<file path="src/rtl/fbw_pkg.sv">
package fbw_pkg;

    localparam int CPU_AW  = 16;
    localparam int WIN_AW  = 15;
    localparam int DATA_W  = 8;

    typedef enum logic {
        SEL_BANK = 1'b0,
        SEL_CTRL = 1'b1
    } regsel_e;

    typedef enum logic [1:0] {
        RT_IDLE  = 2'b00,
        RT_XRAM  = 2'b01,
        RT_FLASH = 2'b10
    } route_e;

    typedef struct packed {
        logic [CPU_AW-1:0] addr;
        logic [DATA_W-1:0] data;
        logic              strobe;
    } cpu_req_t;

    function automatic route_e pick_route(input logic fresh, input logic prog_en);
        if (!fresh)
            return RT_IDLE;
        else if (prog_en)
            return RT_FLASH;
        else
            return RT_XRAM;
    endfunction

endpackage

</file>
<file path="src/rtl/fbw_regs.sv">
module fbw_regs
    import fbw_pkg::*;
#(
    parameter int BANK_W = 3
) (
    input  logic              clk,
    input  logic              rst,
    input  logic              wr_en,
    input  regsel_e           sel,
    input  logic [DATA_W-1:0] wdata,
    input  logic              ea,
    input  logic              erase_done,
    output logic [BANK_W-1:0] bank,
    output logic              prog_en
);

    logic bank_hit;
    logic ctrl_hit;

    assign bank_hit = wr_en && (sel == SEL_BANK);
    assign ctrl_hit = wr_en && (sel == SEL_CTRL) && !ea;

    always_ff @(posedge clk) begin
        if (rst) begin
            bank <= '0;
        end else if (erase_done) begin
            bank <= '0;
        end else if (bank_hit) begin
            bank <= wdata[BANK_W-1:0];
        end
    end

    always_ff @(posedge clk) begin
        if (rst) begin
            prog_en <= 1'b0;
        end else if (ctrl_hit) begin
            prog_en <= wdata[0];
        end
    end

endmodule

</file>
<file path="src/rtl/fbw_addr_map.sv">
module fbw_addr_map
    import fbw_pkg::*;
#(
    parameter int BANK_W = 3,
    localparam int FA_W  = BANK_W + WIN_AW
) (
    input  logic              clk,
    input  logic              rst,
    input  cpu_req_t          req,
    input  logic [BANK_W-1:0] bank,
    output logic [FA_W-1:0]   flash_addr,
    output logic [DATA_W-1:0] flash_wdata
);

    logic [FA_W-1:0]   mapped;
    logic [BANK_W-1:0] hi_part;

    generate
        if (BANK_W > 0) begin : g_hi
            assign hi_part = req.addr[CPU_AW-1] ? bank : '0;
        end
    endgenerate

    assign mapped = {hi_part, req.addr[WIN_AW-1:0]};

    always_ff @(posedge clk) begin
        if (rst) begin
            flash_addr  <= '0;
            flash_wdata <= '0;
        end else begin
            flash_addr  <= mapped;
            flash_wdata <= req.data;
        end
    end

endmodule

</file>
<file path="src/rtl/fbw_write_route.sv">
module fbw_write_route
    import fbw_pkg::*;
(
    input  logic clk,
    input  logic rst,
    input  logic strobe,
    input  logic prog_en,
    output logic flash_we,
    output logic xram_we
);

    logic   strobe_d;
    logic   fresh;
    route_e route;

    assign fresh = strobe && !strobe_d;
    assign route = pick_route(fresh, prog_en);

    always_ff @(posedge clk) begin
        if (rst) begin
            strobe_d <= 1'b0;
            flash_we <= 1'b0;
            xram_we  <= 1'b0;
        end else begin
            strobe_d <= strobe;
            flash_we <= (route == RT_FLASH);
            xram_we  <= (route == RT_XRAM);
        end
    end

endmodule

</file>
<file path="src/rtl/flash_bank_window.sv">
module flash_bank_window
    import fbw_pkg::*;
#(
    parameter int BANK_W = 3,
    localparam int FA_W  = BANK_W + WIN_AW
) (
    input  logic              clk,
    input  logic              rst,
    input  logic              reg_wr_en,
    input  logic              reg_sel,
    input  logic [7:0]        reg_wdata,
    input  logic [15:0]       cpu_addr,
    input  logic [7:0]        cpu_wdata,
    input  logic              cpu_xwr,
    input  logic              cpu_ea,
    input  logic              erase_done,
    output logic [FA_W-1:0]   flash_addr,
    output logic [7:0]        flash_wdata,
    output logic              flash_we,
    output logic              xram_we
);

    logic [BANK_W-1:0] bank_q;
    logic              pwe_q;
    regsel_e           sel;
    cpu_req_t          req;

    assign sel = regsel_e'(reg_sel);
    assign req = '{addr: cpu_addr, data: cpu_wdata, strobe: cpu_xwr};

    fbw_regs #(.BANK_W(BANK_W)) u_regs (
        .clk        (clk),
        .rst        (rst),
        .wr_en      (reg_wr_en),
        .sel        (sel),
        .wdata      (reg_wdata),
        .ea         (cpu_ea),
        .erase_done (erase_done),
        .bank       (bank_q),
        .prog_en    (pwe_q)
    );

    fbw_addr_map #(.BANK_W(BANK_W)) u_map (
        .clk         (clk),
        .rst         (rst),
        .req         (req),
        .bank        (bank_q),
        .flash_addr  (flash_addr),
        .flash_wdata (flash_wdata)
    );

    fbw_write_route u_route (
        .clk      (clk),
        .rst      (rst),
        .strobe   (req.strobe),
        .prog_en  (pwe_q),
        .flash_we (flash_we),
        .xram_we  (xram_we)
    );

endmodule

</file>
<file path="config.mk">
export PLATFORM = sky130hd
export DESIGN_NAME = flash_bank_window
export DESIGN_NICKNAME = d
export VERILOG_FILES = /design/src/rtl/fbw_pkg.sv /design/src/rtl/fbw_regs.sv /design/src/rtl/fbw_addr_map.sv /design/src/rtl/fbw_write_route.sv /design/src/rtl/flash_bank_window.sv
export SDC_FILE = /design/constraint.sdc
export NUM_CORES = 1
export LEC_CHECK = 0
export CORE_AREA = 2 2 48 50
export DETAILED_ROUTE_END_ITERATION = 16
export DIE_AREA = 0 0 50 52
export DONT_BUFFER_PORTS = 1
export SLEW_MARGIN = 20
export SYNTH_ARGS = -nofsm -noshare
export SYNTH_HDL_FRONTEND = slang
export SYNTH_HIERARCHICAL = 1
export SYNTH_SLANG_ARGS = --single-unit
</file>
<file path="constraint.sdc">
create_clock -name clk -period 0.8 [get_ports clk]
set_input_delay 0.08 -clock clk [delete_from_list [all_inputs] [get_ports clk]]
set_output_delay 0.08 -clock clk [all_outputs]
set_load 0.01 [all_outputs]
</file>
* Yosys cells after proc, flatten, opt, wreduce, memory -nomap -nowiden *
Cells that the tools add are included.

cells by class
  $add $sub $neg = 0
  div/mod/pow operators = 0
  multiplexer cells = 2
  bitwise gates (word level) = 2
  reductions and logical operators = 8
  magnitude comparators = 0
  multipliers = 0
  equality and inequality tests = 2
  shift operators = 0

operator list
  kind                                                                   count
  1-bit logical AND                                                      4
  2-bit two-way mux                                                      2
  2-bit OR reduction                                                     2
  2-bit by 1-bit equality test with 1-bit output, second input constant  1
  2-bit equality test, second input constant                             1
  1-bit logical NOT                                                      2
  1-bit inverter                                                         2

storage, ports and cells
  output and inout port bits = 28
  register bits after elaboration = 33
  logic and storage cells = 22
  input bits = 39
  bits in read-only memories = 0
  memories = 0
  bits in latches = 0
  bits in writable memories = 0

* Depth between registers and ports, before layout *
  word-level depth = 4
  mapped depth = 3
  mapped depth without buffers = 3

* Hierarchy *
Netlist, hierarchy kept.

by module, submodules not included
  module           area an instance (µm²)  times used  cells each  seq. area each (µm²)
  fbw_addr_map     705.7                   1           54          520.5
  fbw_regs         160.2                   1           14          80.1
  fbw_write_route  93.8                    1           6           60.1

* Least setup slack after synthesis *
Ideal clock, no wire load.

  path type = register to register
  start point = register u_route.strobe_d
  end point = register u_route.flash_we
  buffers on the path = 0
  stages on the path, launching flop included = 2
  arrival time = 521 ps
  required time = 683 ps
  setup slack = 161 ps
  library setup time = 117 ps
  clock period less this slack = 639 ps
  cell sequence = dfxtp_1 > and4bb_2

between the ends
  word-level cells in the longest chain between the ends = 4

ends and longest elaborated chain
  what                    line                   text
  from (decl)             fbw_write_route.sv:12  logic strobe_d;
  from (signal assigned)  fbw_write_route.sv:25  strobe_d <= strobe;
  1-bit logical NOT       fbw_write_route.sv:16  assign fresh = strobe && !strobe_d;
  1-bit logical AND       fbw_write_route.sv:16
  2-bit two-way mux       fbw_pkg.sv:25          if (!fresh)
  2-bit equality test     fbw_write_route.sv:26  flash_we <= (route == RT_FLASH);
  to (signal assigned)    fbw_write_route.sv:26
  to (decl)               fbw_write_route.sv:8   output logic flash_we,

Every way passes these cells.
A chain may end at the register's enable or synchronous reset.

* Worst setup path after layout *
  start point = register u_map.flash_addr[8]
  end point = output flash_addr[8]

RTL lines
  what                    line                     text
  from (decl)             fbw_addr_map.sv:11       output logic [FA_W-1:0] flash_addr,
  from (signal assigned)  fbw_addr_map.sv:31       flash_addr <= mapped;
  to (decl)               flash_bank_window.sv:17  output logic [FA_W-1:0] flash_addr,

No word-level cell between the ends.

==> out/qor.yml <==
power:
  p_sw_share_pct: 20.2
  power_frac_seq_pct: 62.6
  power_density_nw_per_um2: 2150
  switching_power_mw: 0.578
  leakage_nw: 0.570
  p_comb_share_pct: 6.2
  peakVddDrop_v: 0.00154
  p_clk_share_pct: 31.2
  internal-power_mw: 2.28
job:
  maxCapViolCount: 0
setup_path:
  endpoint_kind: "primary output"
  cp.arrival_ns: 0.70
  r2r-start: "u_route/strobe_d"
  cp_data_required_time_ns: 0.72
  critPathKind: "register to primary output"
  cp-start-kind: "register"
  startpoint: "u_map/flash_addr[8]"
  crit_fanout: 1
clock_network:
  clock_sinks: 33
  cts_tree: "built"
  htreeDepth: 2
  cts_buffer_depth: 2
  cts_made_buffers: 5
  post_cts_buffers: 0
  clockRootBuffer: "clkbuf_4"
  clkTransAtPathRegs_ns: 0.09
  cts_hold_buf: 27
  clk_latency_ns: 0.32
cells_and_area:
  insertedDiodeCount: 0
  nNetsFinal: 145
  fin_util_pct: 63.2
  syn_to_final_growth_pct: 38.6
  drive_above_1_share_pct: 27.4
worst_hold_path:
  hold_class: "primary input to register"
  hp-start: "rst"
yosys:
  synth_edf_count: 0
  synth_fa_ha_area_share_pct: 0
  avgSynthCellArea_um2: 13.0
  synth_cell_types: 11
  ys.flop_type: "dfxtp_1"
  synth_area_leader_cell: "dfxtp_1"
  synth_top_family_by_area: "simple AND/OR/NAND/NOR gates"
  synth.top_cell.area_share_pct: 68.8
  synth_simple_gate_area_share_pct: 25.4
  synth.area.mux_share_pct: 4.17
  synthMostInstantiatedCell: "dfxtp_1"
  yosys_register_bits: 33
  yosys.area_share.xor_xnor_pct: 0
  synth-compound-area-share_pct: 0
  synth_area_um2: 960
  yosysSeqAreaShare_pct: 68.8
  synthCells: 74
  synthTopCellsByCount: "dfxtp_1, nor2b_1, mux2i_1"
  async_flop_share_pct: 0
  synthTopCellsByArea: "dfxtp_1, nor2b_1, mux2i_1"
  synth_nets: 113
  yosysWarningCount: 6
sta:
  setup_tns_ns: 0
  post-route-period-util_pct: 97.0
  worst_slew_pin_slew_ns: 0.131
  clock_skew_ns: 0.000512
  holdWs_ns: -0.189
  setup_viol: 0
  hold_violations: 8
  maxSlewViolCount: 0
  relSlewSlack_pct: 91.0
  setup_ws_ns: 0.0241
  fmax_mhz: 1290
  period_minus_slack_ns: 0.776
die:
  io_pins: 67
  die_h_um: 52
  rows: 17
  die-area_um2: 2600
  die_x_um: 50
  core_um2: 2110
  start_util_pct: 45.6
grt:
  antenna_found_initial: 0
  grt_pass1_wl_um: 2660
  grt_pass1_vias: 621
  grt_max_degree: 34
  gr-total-overflow: 0
  grt.total_usage_pct: 15.0
routing:
  wl_per_cell_um: 12.8
  wl_um: 1720
  drtIter0Drc: 1
  drc: 0
  vias_per_cell: 4.65
  antenna_left: 0
  vias: 623
  dr.pass1.iters: 2
placed_design:
  post-place-ws_ns: 0.137
  io_buffers: 0
  routabilityCongestion: 0.595
outcome:
  status: "finished, violations left"
  violations: "hold timing"
-- layout make-up --
type | instances | area, um^2
Fill cell | 167 | 776
Sequential cell | 33 | 686
Multi-Input combinational cell | 39 | 284
Timing Repair Buffer | 27 | 270
Clock buffer | 7 | 55.1
Tap cell | 28 | 35.0
-- registers in the layout (all words and copies together), names as in the netlist --
name / cells
u_map/flash_addr: 18
u_map/flash_wdata: 8
u_regs/bank: 3
u_regs/prog_en: 1
u_route/flash_we: 1
u_route/strobe_d: 1
u_route/xram_we: 1
-- routing by layer --
layer  GRT usage, %  part of all wire, %  up-vias
met1           13.3                   34      275
met4           13.9                  3.1        0
met2           24.1                   50       40
li1               -                    -      301
met3           8.05                   12        7
met5              0                    0        -
-- kinds of logic after synthesis --
| kind of cell | Yosys count |
|---|---|
| buffers and inverters | 2 |
| DFF | 33 |
| and+or+nand+nor | 35 |
| muxes | 4 |
-- power by group through the flow --
stage               logic (mW)  registers (mW)  clock network [mW]
global placement        0.0714            1.82                   0
global route             0.195            1.80               0.989
finish                   0.177            1.79               0.891
floorplan               0.0839            1.81                   0
detailed placement      0.0740            1.82                   0
CTS                      0.175            1.78               0.936
-- worst paths after layout --
check                                        end  slack (ns)  cells after the start
worst max-delay path               flash_addr[8]        0.02                      0
worst min-delay path             u_route/xram_we       -0.19                      1
worst max register to register  u_route/flash_we        0.12                      1
worst min register to register   u_route/xram_we        0.43                      1
-- stage by stage --
step	area, um^2	std cells	power, mW
floorplan	960	74	1.89
global placement	980	100	1.89
detailed placement	980	100	1.89
CTS	1310	134	2.89
global route	1330	134	2.98
finish	1330	134	2.86
-- cells in the final DEF (no fill, tap or decap) --
master,netlist,routed
dlygate4sd3_1,0,27
nor2b_1,24,24
dfxtp_2,0,20
dfxtp_1,33,13
clkbuf_4,0,5
mux2i_1,4,4
and3b_1,3,3
nor3_1,3,3
clkbuf_1,0,1
clkbuf_8,0,1
nor2b_4,1,1
nand3b_1,1,1
nor2_1,1,1
and4bb_2,1,1
nor4b_2,1,1
-- what timing repair did --
action / CTS / global route
cloned: 0 / 0
endpoints found under the hold margin: 33 / 9
resized for setup: 3 / 17
endpoints found under the setup margin: 3 / 17
Power figures use the tool's default switching activity.
